### src/rtl/ctx_plane_pkg.sv
package ctx_plane_pkg;
  typedef enum logic [1:0] {
    ST_IDLE  = 2'd0,
    ST_START = 2'd1,
    ST_WAIT  = 2'd2
  } ld_state_e;
endpackage

### src/rtl/ctx_tag_array.sv
module ctx_tag_array #(
  parameter int NUM_CTX = 4,
  parameter int GID_W   = 6,
  localparam int IDX_W  = $clog2(NUM_CTX)
) (
  input  logic             clk_i,
  input  logic             rst_ni,
  input  logic [GID_W-1:0] lookup_gid_i,
  input  logic             inval_en_i,
  input  logic [IDX_W-1:0] inval_idx_i,
  input  logic             fill_en_i,
  input  logic [IDX_W-1:0] fill_idx_i,
  input  logic [GID_W-1:0] fill_gid_i,
  output logic             hit_o,
  output logic [IDX_W-1:0] hit_idx_o
);
  logic [NUM_CTX-1:0] valid_q;
  logic [GID_W-1:0]   gid_q [NUM_CTX];
  logic [NUM_CTX-1:0] hit_vec;

  for (genvar g = 0; g < NUM_CTX; g++) begin : g_plane
    always_ff @(posedge clk_i or negedge rst_ni) begin
      if (!rst_ni) begin
        valid_q[g] <= 1'b0;
        gid_q[g]   <= '0;
      end else if (fill_en_i && fill_idx_i == IDX_W'(g)) begin
        valid_q[g] <= 1'b1;
        gid_q[g]   <= fill_gid_i;
      end else if (inval_en_i && inval_idx_i == IDX_W'(g)) begin
        valid_q[g] <= 1'b0;
      end
    end
    assign hit_vec[g] = valid_q[g] && (gid_q[g] == lookup_gid_i);
  end

  always_comb begin
    hit_idx_o = '0;
    for (int i = 0; i < NUM_CTX; i++) begin
      if (hit_vec[i]) hit_idx_o = IDX_W'(i);
    end
  end
  assign hit_o = |hit_vec;

  // a group ID may live in one plane only
  p_unique_match_r9: assert property (@(posedge clk_i) disable iff (!rst_ni)
    $onehot0(hit_vec));
endmodule

### src/rtl/ctx_lru_rank.sv
module ctx_lru_rank #(
  parameter int NUM_CTX = 4,
  localparam int IDX_W  = $clog2(NUM_CTX)
) (
  input  logic             clk_i,
  input  logic             rst_ni,
  input  logic             touch_en_i,
  input  logic [IDX_W-1:0] touch_idx_i,
  input  logic             excl_en_i,
  input  logic [IDX_W-1:0] excl_idx_i,
  output logic [IDX_W-1:0] victim_idx_o
);
  logic [IDX_W-1:0]   age_q [NUM_CTX];
  logic [NUM_CTX-1:0] rank_match [NUM_CTX];

  for (genvar g = 0; g < NUM_CTX; g++) begin : g_age
    always_ff @(posedge clk_i or negedge rst_ni) begin
      if (!rst_ni) begin
        age_q[g] <= IDX_W'(g);
      end else if (touch_en_i) begin
        if (touch_idx_i == IDX_W'(g))            age_q[g] <= '0;
        else if (age_q[g] < age_q[touch_idx_i])  age_q[g] <= age_q[g] + 1'b1;
      end
    end
  end

  // oldest plane outside the exclusion
  always_comb begin
    logic [IDX_W-1:0] best_age;
    best_age     = '0;
    victim_idx_o = '0;
    for (int i = 0; i < NUM_CTX; i++) begin
      if (!(excl_en_i && excl_idx_i == IDX_W'(i)) && age_q[i] >= best_age) begin
        best_age     = age_q[i];
        victim_idx_o = IDX_W'(i);
      end
    end
  end

  always_comb begin
    for (int r = 0; r < NUM_CTX; r++) begin
      for (int i = 0; i < NUM_CTX; i++) begin
        rank_match[r][i] = (age_q[i] == IDX_W'(r));
      end
    end
  end

  for (genvar r = 0; r < NUM_CTX; r++) begin : g_rank_chk
    p_rank_perm_r4: assert property (@(posedge clk_i) disable iff (!rst_ni)
      $onehot(rank_match[r]));
  end

  p_victim_not_excl_r5: assert property (@(posedge clk_i) disable iff (!rst_ni)
    excl_en_i |-> victim_idx_o != excl_idx_i);
endmodule

### src/rtl/ctx_plane_ctrl.sv
module ctx_plane_ctrl
  import ctx_plane_pkg::*;
#(
  parameter int NUM_CTX = 4,
  parameter int GID_W   = 6,
  parameter int CNT_W   = 16,
  localparam int IDX_W  = $clog2(NUM_CTX)
) (
  input  logic             clk_i,
  input  logic             rst_ni,
  input  logic             req_valid_i,
  input  logic [GID_W-1:0] req_gid_i,
  output logic             req_ready_o,
  output logic             load_start_o,
  output logic [IDX_W-1:0] load_plane_o,
  output logic [GID_W-1:0] load_gid_o,
  input  logic             load_done_i,
  output logic [IDX_W-1:0] active_plane_o,
  output logic             active_valid_o,
  output logic [CNT_W-1:0] hit_count_o,
  output logic [CNT_W-1:0] load_count_o
);
  ld_state_e        state_q;
  logic [IDX_W-1:0] active_q, ld_idx_q, victim_idx, hit_idx;
  logic             active_valid_q, hit;
  logic [GID_W-1:0] ld_gid_q;
  logic [CNT_W-1:0] hit_cnt_q, ld_cnt_q;
  logic             done_fire, fire, hit_fire, miss_fire;

  ctx_tag_array #(.NUM_CTX(NUM_CTX), .GID_W(GID_W)) u_tags (
    .clk_i        (clk_i),
    .rst_ni       (rst_ni),
    .lookup_gid_i (req_gid_i),
    .inval_en_i   (miss_fire),
    .inval_idx_i  (victim_idx),
    .fill_en_i    (done_fire),
    .fill_idx_i   (ld_idx_q),
    .fill_gid_i   (ld_gid_q),
    .hit_o        (hit),
    .hit_idx_o    (hit_idx)
  );

  ctx_lru_rank #(.NUM_CTX(NUM_CTX)) u_lru (
    .clk_i        (clk_i),
    .rst_ni       (rst_ni),
    .touch_en_i   (fire),
    .touch_idx_i  (hit ? hit_idx : victim_idx),
    .excl_en_i    (active_valid_q),
    .excl_idx_i   (active_q),
    .victim_idx_o (victim_idx)
  );

  assign done_fire   = (state_q == ST_WAIT) && load_done_i;
  // pending load: hits only, and none in the completion cycle
  assign req_ready_o = (state_q == ST_IDLE) || (hit && !done_fire);
  assign fire        = req_valid_i && req_ready_o;
  assign hit_fire    = fire && hit;
  assign miss_fire   = fire && !hit;

  always_ff @(posedge clk_i or negedge rst_ni) begin
    if (!rst_ni) begin
      state_q        <= ST_IDLE;
      active_q       <= '0;
      active_valid_q <= 1'b0;
      ld_idx_q       <= '0;
      ld_gid_q       <= '0;
      hit_cnt_q      <= '0;
      ld_cnt_q       <= '0;
    end else begin
      unique case (state_q)
        ST_IDLE:  if (miss_fire) state_q <= ST_START;
        ST_START: state_q <= ST_WAIT;
        ST_WAIT:  if (load_done_i) state_q <= ST_IDLE;
        default:  state_q <= ST_IDLE;
      endcase
      if (miss_fire) begin
        ld_idx_q <= victim_idx;
        ld_gid_q <= req_gid_i;
        ld_cnt_q <= ld_cnt_q + 1'b1;
      end
      if (hit_fire) begin
        active_q       <= hit_idx;
        active_valid_q <= 1'b1;
        hit_cnt_q      <= hit_cnt_q + 1'b1;
      end else if (done_fire) begin
        active_q       <= ld_idx_q;
        active_valid_q <= 1'b1;
      end
    end
  end

  assign load_start_o   = (state_q == ST_START);
  assign load_plane_o   = ld_idx_q;
  assign load_gid_o     = ld_gid_q;
  assign active_plane_o = active_q;
  assign active_valid_o = active_valid_q;
  assign hit_count_o    = hit_cnt_q;
  assign load_count_o   = ld_cnt_q;

  p_no_evict_active_r5: assert property (@(posedge clk_i) disable iff (!rst_ni)
    (state_q != ST_IDLE && active_valid_o) |-> active_plane_o != load_plane_o);

  p_start_pulse_r3: assert property (@(posedge clk_i) disable iff (!rst_ni)
    load_start_o |=> !load_start_o);

  p_load_cnt_start_r3: assert property (@(posedge clk_i) disable iff (!rst_ni)
    !$stable(load_count_o) |-> load_start_o);

  p_done_switch_r7: assert property (@(posedge clk_i) disable iff (!rst_ni)
    (state_q == ST_WAIT && load_done_i) |=>
      (active_valid_o && active_plane_o == $past(load_plane_o) && state_q == ST_IDLE));

  p_miss_stall_r6: assert property (@(posedge clk_i) disable iff (!rst_ni)
    (state_q != ST_IDLE && req_valid_i && !hit) |=> $stable(load_count_o));

  p_stray_done_r8: assert property (@(posedge clk_i) disable iff (!rst_ni)
    (state_q != ST_WAIT && load_done_i && !hit_fire) |=>
      ($stable(active_plane_o) && $stable(active_valid_o)));
endmodule

### config.mk
export PLATFORM = sky130hd
export DESIGN_NAME = ctx_plane_ctrl
export DESIGN_NICKNAME = d
export VERILOG_FILES = /design/src/rtl/ctx_plane_pkg.sv /design/src/rtl/ctx_tag_array.sv /design/src/rtl/ctx_lru_rank.sv /design/src/rtl/ctx_plane_ctrl.sv
export SDC_FILE = /design/constraint.sdc
export NUM_CORES = 1
export LEC_CHECK = 0
export ABC_CLOCK_PERIOD_IN_PS = 8400
export BUFFER_PORTS_ARGS = -buffer_cell sky130_fd_sc_hd__buf_2
export CAP_MARGIN = 20
export CORE_UTILIZATION = 62
export CTS_BUF_LIST = sky130_fd_sc_hd__clkbuf_16
export CTS_CLUSTER_DIAMETER = 200
export DETAILED_ROUTE_END_ITERATION = 8
export PLACE_DENSITY_LB_ADDON = 0.2
export SETUP_SLACK_MARGIN = 0.02
export SLEW_MARGIN = 0
export SYNTH_ARGS = -nofsm -noshare
export SYNTH_HDL_FRONTEND = slang
export SYNTH_SLANG_ARGS = --single-unit
### constraint.sdc
create_clock -name clk_i -period 8.4 [get_ports clk_i]
set_input_delay 0.84 -clock clk_i [delete_from_list [all_inputs] [get_ports clk_i]]
set_output_delay 0.84 -clock clk_i [all_outputs]
set_load 0.01 [all_outputs]
==> results of run 1 <==
## cell usage after synthesis (4+ instances only)
master / n
and3_1: 7
dfstp_2: 4
nor3_1: 5
a311oi_1: 4
nor2_1: 21
nand4_1: 9
ha_1: 8
mux2_2: 28
xor2_1: 17
buf_6: 5
inv_1: 12
o21ai_0: 12
a21oi_1: 16
dfrtp_1: 77
clkbuf_1: 6
xnor2_1: 37
nand3_1: 18
nand2_1: 48
nand2b_1: 5
## final timing paths
check | to | slack (ps)
setup reg to reg | u_lru.age_q[2] | 2900
setup / recovery | u_lru.age_q[2] | 2900
max in group asynchronous | u_lru.age_q[3] | 7500
min in group clk_i | hit_count_o[15] | 470
hold / removal | u_lru.age_q[6] | 320
hold reg to reg | hit_count_o[15] | 470
## state kept, by name, summed over array words and instances, names as in the netlist
register,cells
load_count_o,16
state_q,2
u_lru.age_q,8
load_plane_o,2
u_tags.valid_q,4
active_plane_o,2
load_gid_o,6
u_tags.gid_q,24
hit_count_o,16
active_valid_o,1
## cells by family (layout without fill, tap and decap cells)
group | count (synthesis) | after routing | synth area share
simple gates | 138 | 138 | 0.1677
flops | 81 | 81 | 0.4862
compound gates | 55 | 55 | 0.08983
xor+xnor | 54 | 54 | 0.1132
mux | 31 | 31 | 0.08263
buf+inv | 28 | 84 | 0.03652
fa+ha+maj | 8 | 8 | 0.02395
## per-layer routing
metal  vias to the layer above  share of wire
met3                        19          0.051
met4                         0          0.017
li1                       1474              -
met1                      1603           0.43
met5                         -              0
met2                        88           0.50
## final cells by class
type                            count  area share
Clock buffer                        9     0.04654
Clock inverter                      7     0.02921
Inverter                           12    0.009307
Multi-Input combinational cell    286      0.4121
Sequential cell                    81      0.4199
Tap cell                           77     0.01991
Timing Repair Buffer               56     0.06308
## through the flow
stage          std cells  area, sq um    util  setup slack, ps
6_report             528         4840  0.7536             2903
4_1_cts              526         4807  0.7485             2941
2_1_floorplan        395         4179       -             3475
3_5_place_dp         510         4441  0.6914             2964
3_3_place_gp         510         4441  0.6914             3205
5_1_grt              528         4840  0.7536             2519
## where the power goes
group	total (W)	leakage (nW)	internal (W)	switching, W
registers	0.000626	1.04	0.000509	0.000117
logic	0.000561	1.14	0.000251	0.000309
clock network	0.000476	0.181	0.000321	0.000155
==> out/metrics.yaml, run 1 <==
outcome:
  outcome: "complete, but fails checks"
  failed_checks: "DRC"
global_routing:
  top_usage_layer: "met2"
  grt_pass1_wl_mm: 15.21
  first_global_vias: 3053
  met3_usage: 0.04451
  use_met2: 0.4493
  antenna_found_initial: 0
  use_met1: 0.3782
  grt_start_max_net_pins: 82
  grt-ovfl-total: 0
  grt.total_usage: 0.2790
sta:
  slew_headroom: 0.5414
  maxSlewViolCount: 0
  rsz0062_at_grt: "false"
  hold_viol: 0
  skew_ps: 5.659
  period_needed_ps: 5497
  holdWs_ps: 323.2
  timing.setup.tns_ps: 0
  post-route-period-util: 0.6544
  timing.fmax_mhz: 181.9
  worst_pin_slew_ps: 682.7
  setup_viol: 0
logic_synthesis:
  syn-instance-count: 395
  syn_area_sq_mm: 0.004179
  synth_edf_count: 0
  yosysWarnings: 0
  synth_area_leaders: "dfrtp_1, xnor2_1, mux2_2"
  synth.avg_cell_area_sq_um: 10.58
  synthFlopType: "dfrtp_1"
  synth_top_area_share: 0.4611
  syn_nets: 413
  synth_area_leader_cell: "dfrtp_1"
  synth_seq_area_share: 0.4862
  synth_cell_types: 52
  yosys_register_bits: 81
  synthArstFlopShare: 1.000
cts:
  clockBufferDepth: 2
  cts_max_level: 3
  clockRootBuffer: "clkbuf_16"
  cts_tree: "built"
  clk_pin_slew_worst_paths_ps: 60
  postCtsSetupBuffers: 0
  cts_resized: 0
  cts.sinks: 81
  numCtsBuffers: 9
  postCtsHoldBufs: 0
  insertion_delay_ps: 330
floorplan:
  dieWidth_um: 84.10
  core_sq_mm: 0.006422
  pin_count: 55
  start_util: 0.6507
  die_h_um: 84.10
  rows: 29
  die_area_sq_mm: 0.007073
cells_and_area:
  area_delta_synth_final_pct: 15.81
  fillers: 448
  ff_latch_area_sq_mm: 0.002032
  antenna_cells: 0
  mostFrequentLayoutCells: "dfrtp_1, buf_2, nand2_1"
  final_common_cell: "dfrtp_1"
  drive_above_1_share: 0.2616
  multi_input_area_sq_mm: 0.001994
  nNetsFinal: 464
setup_path:
  arrival_ps: 5700
  r2r_start: "active_plane_o[0]"
  cp-end-kind: "flop"
  critical_path.slowest_cell: "a31oi_1"
  critPathRequiredTime_ps: 8600
  worstSetupStartpointType: "flop"
  crit_top_cell: "a21oi_1"
  crit_type: "flop to flop"
  crit_chain: "inv_1, and3_1, nor2b_1, inv_1, ha_1, a21oi_1, a31oi_1, mux2_2, ha_1, nand2b_1, a21oi_1, nor2_1, mux2_2, ha_1, a21oi_1, o211ai_1, o22a_1, a31o_2, a311oi_1, o21ai_0, a21oi_1, a311oi_1"
  path_buf_inv: 2
  cp.depth: 22
  crit_family: "compound AO/OA/AOI/OAI gates"
  reg2reg_depth: 22
  startpoint: "active_plane_o[0]"
  max_stage_delay_ps: 440
  worstPathMaxFanout: 6
drt:
  drt_iter0_markers: 199
  drc: 6
  postRouteAntennaNets: 0
  routedWlPerCell_um: 17.23
  first_pass_iters: 6
  avgViaCountPerCell: 6.030
  drt_wl_total_mm: 9.096
  vias: 3184
power_and_ir_drop:
  finalPower_w: 0.001663
  vdd_ir_drop_max_mv: 0.2386
  power.leakage_nw: 2.355
  powerDensity_mw_per_mm2: 343.6
placement:
  port_buffers: 54
  dp_hpwl_mm: 6.150
  gp_congestion: 0.8969
hold_path:
  hp-class: "input pin to async pin"
run:
  maxCapViolCount: 0
(Power assumes the default switching activity.)
==> run 2, diff against run 1 <==
ABC_CLOCK_PERIOD_IN_PS = 5290   (was 8400)
CORE_UTILIZATION = 58   (was 62)
clock period = 5.29 ns   (was 8.4 ns; I/O delays follow)
==> out/metrics.yaml, run 2 (synthesis results as in run 1) <==
outcome:
  outcome: "finished clean"  # was complete, but fails checks
sta:
  post-route-period-util: 0.9522  # was 0.6544
  maxSlewViolCount: 0  # unchanged
  period_needed_ps: 5037  # was 5497 ps
  timing.setup.tns_ps: 0  # unchanged
  timing.fmax_mhz: 198.5  # was 181.9 MHz
  hold_viol: 0  # unchanged
  setup_viol: 0  # unchanged
  worst_pin_slew_ps: 635.9  # was 682.7 ps
  slew_headroom: 0.5745  # was 0.5414
  skew_ps: 4.900  # was 5.659 ps
global_routing:
  grt_start_max_net_pins: 82  # unchanged
  first_global_vias: 2947  # was 3053
  grt_pass1_wl_mm: 14.38  # was 15.21 mm
  grt.total_usage: 0.2519  # was 0.2790
  grt-ovfl-total: 0  # unchanged
  antenna_found_initial: 0  # unchanged
drt:
  drt_iter0_markers: 133  # was 199
  routedWlPerCell_um: 16.20  # was 17.23 um
  avgViaCountPerCell: 5.709  # was 6.030
  drc: 0  # was 6
  vias: 3140  # was 3184
  wl_met1_mm: 3.955  # was 3.933 mm
  postRouteAntennaNets: 0  # unchanged
  drt_wl_total_mm: 8.910  # was 9.096 mm
  dr.max_layer_used: "met4"  # unchanged
  met2_wirelength_mm: 4.468  # was 4.547 mm
  wl_met3_um: 406  # was 461 um
  first_pass_iters: 4  # was 6
cts:
  clockBufferDepth: 2  # unchanged
  insertion_delay_ps: 330  # about the same
  numCtsBuffers: 9  # unchanged
  clk_pin_slew_worst_paths_ps: 60  # about the same
  cts_max_level: 3  # unchanged
  cts_tree: "built"  # unchanged
  clockRootBuffer: "clkbuf_16"  # unchanged
  postCtsHoldBufs: 0  # unchanged
  cts.sinks: 81  # unchanged
floorplan:
  core_sq_mm: 0.006869  # was 0.006422 sq mm
  die_area_sq_mm: 0.007549  # was 0.007073 sq mm
  dieWidth_um: 86.89  # was 84.10 um
  start_util: 0.6084  # was 0.6507
  die_h_um: 86.89  # was 84.10 um
  pin_count: 55  # unchanged
  rows: 30  # was 29
cells_and_area:
  top_register: "u_tags.gid_q"  # unchanged
  multi_input_area_sq_mm: 0.002053  # was 0.001994 sq mm
  largest_reg_flops: 24  # unchanged
  antenna_cells: 0  # unchanged
  nNetsFinal: 467  # was 464
  drive_above_1_share: 0.2952  # was 0.2616
  area_delta_synth_final_pct: 18.35  # was 15.81%
  final_common_cell: "dfrtp_1"  # unchanged
  mostFrequentLayoutCells: "dfrtp_1, buf_2, nand2_1"  # unchanged
  postLayoutCellArea_sq_mm: 0.004946  # was 0.004840 sq mm
  ff_latch_area_sq_mm: 0.002033  # was 0.002032 sq mm
  utilization: 0.7200  # was 0.7536
  fillers: 516  # was 448
setup_path:
  path_buf_inv: 1  # was 2
  max_stage_delay_ps: 440  # about the same
  worstPathMaxFanout: 5  # was 6
  crit_chain: "inv_1, and3_4, nor2b_1, ha_1, nand2b_1, a21oi_2, a31oi_2, mux2_2, ha_1, nand2b_1, a21oi_2, nor2_2, nor2_1, a21oi_1, ha_1, nand2b_1, a21oi_2, o21ai_1, and2_2, a21oi_4, mux2_2, a211oi_4, a21oi_1, a311oi_2"  # was inv_1, and3_1, nor2b_1, inv_1, ha_1, a21oi_1, a31oi_1, mux2_2, ha_1, nand2b_1, a21oi_1, nor2_1, mux2_2, ha_1, a21oi_1, o211ai_1, o22a_1, a31o_2, a311oi_1, o21ai_0, a21oi_1, a311oi_1
  crit_type: "flop to flop"  # unchanged
  critPathRequiredTime_ps: 5530  # was 8600 ps
  worstSetupStartpointType: "flop"  # unchanged
  critical_path.slowest_cell: "dfrtp_2"  # was a31oi_1
  crit_family: "compound AO/OA/AOI/OAI gates"  # unchanged
  cp-end-kind: "flop"  # unchanged
  arrival_ps: 5270  # was 5700 ps
power_and_ir_drop:
  seq_power_share: 0.368  # was 0.377
  vdd_ir_drop_max_mv: 0.3547  # was 0.2386 mV
  switching_share: 0.3498  # was 0.3501
  clkPwrFrac: 0.279  # was 0.286
  powerDensity_mw_per_mm2: 547.7  # was 343.6 mW/mm^2
  p_sw_w: 0.0009475  # was 0.0005823 W
  finalPower_w: 0.002709  # was 0.001663 W
  p_int_w: 0.001761  # was 0.001081 W
  power.leakage_nw: 2.372  # was 2.355 nW
  comb_power_share: 0.352  # was 0.337
placement:
  dpl_cell_area_sq_mm: 0.004472  # was 0.004441 sq mm
  port_buffers: 54  # unchanged
  gp_congestion: 0.8708  # was 0.8969
  dp_hpwl_mm: 6.023  # was 6.150 mm
run:
  maxCapViolCount: 0  # unchanged
hold_path:
  hp-class: "input pin to async pin"  # unchanged
run 2: changes by cell type in the layout (fill, tap and decap cells not counted), sizes merged:
| cell | change |
|---|---|
| buf | +3 |
| inv | +1 |
| clkinv | -1 |
run 2: worst register-to-register path: cells and delay by family, from the launching register on:
family / cells / cell delay [ps]
AO/OA/AOI/OAI: 10 / 1700
adder cells (fa/ha/maj): 3 / 850
buffers and inverters: 1 / 120
flip-flops: 1 / 440
multiplexers: 2 / 680
AND/OR/NAND/NOR: 8 / 1160
run 2: path summary, 6_finish.rpt:
path / cells past startpoint / end / start / slack, ps
worst min-delay path: 1 / u_lru.age_q[5] / rst_ni / 100
worst min register to register: 1 / hit_count_o[15] / hit_count_o[15] / 470
worst max-delay path: 24 / u_lru.age_q[0] / active_plane_o[0] / 250
worst max register to register: 24 / u_lru.age_q[0] / active_plane_o[0] / 250
max in group asynchronous: 2 / u_tags.gid_q[1] / rst_ni / 4600
min in group clk_i: 1 / hit_count_o[15] / hit_count_o[15] / 470
run 2: repair_timing:
| action | CTS | global route |
|---|---|---|
| setup endpoints to repair | 3 | 8 |
| pin swaps | 0 | 3 |
| gates resized for setup | 2 | 13 |
| setup buffers | 0 | 2 |
run 2: stage by stage:
step | hold slack, ps | setup slack (ps) | instances
floorplan | 233.4 | 365.0 | 395
global placement | 454.2 | 297.5 | 530
detailed placement | 461.5 | -14.28 | 530
CTS | 402.4 | 50.16 | 546
global route | 119.9 | -8.737 | 550
finish | 99.04 | 252.8 | 550
run 2: area by class of cell:
type | instances | area share
clock inverter | 7 | 0.02859
inverter | 12 | 0.009107
clock buffer | 9 | 0.04554
timing repair buffer | 59 | 0.06628
multi-input combinational | 286 | 0.4151
sequential | 81 | 0.4111
tap | 96 | 0.02429
run 2: metal layers:
metal / GRT usage / up-vias
met5: 0 / -
met2: 0.4102 / 85
met4: 0.07273 / 0
li1: - / 1477
met1: 0.3463 / 1571
met3: 0.04645 / 7
run 2: power groups by stage:
stage | combinational (W) | sequential, W | clock [W]
finish | 0.000955 | 0.000997 | 0.000757
global route | 0.00105 | 0.00102 | 0.000789
CTS | 0.000896 | 0.000992 | 0.000767
detailed placement | 0.000880 | 0.000998 | 0
global placement | 0.000853 | 0.000987 | 0
floorplan | 0.000632 | 0.000981 | 0
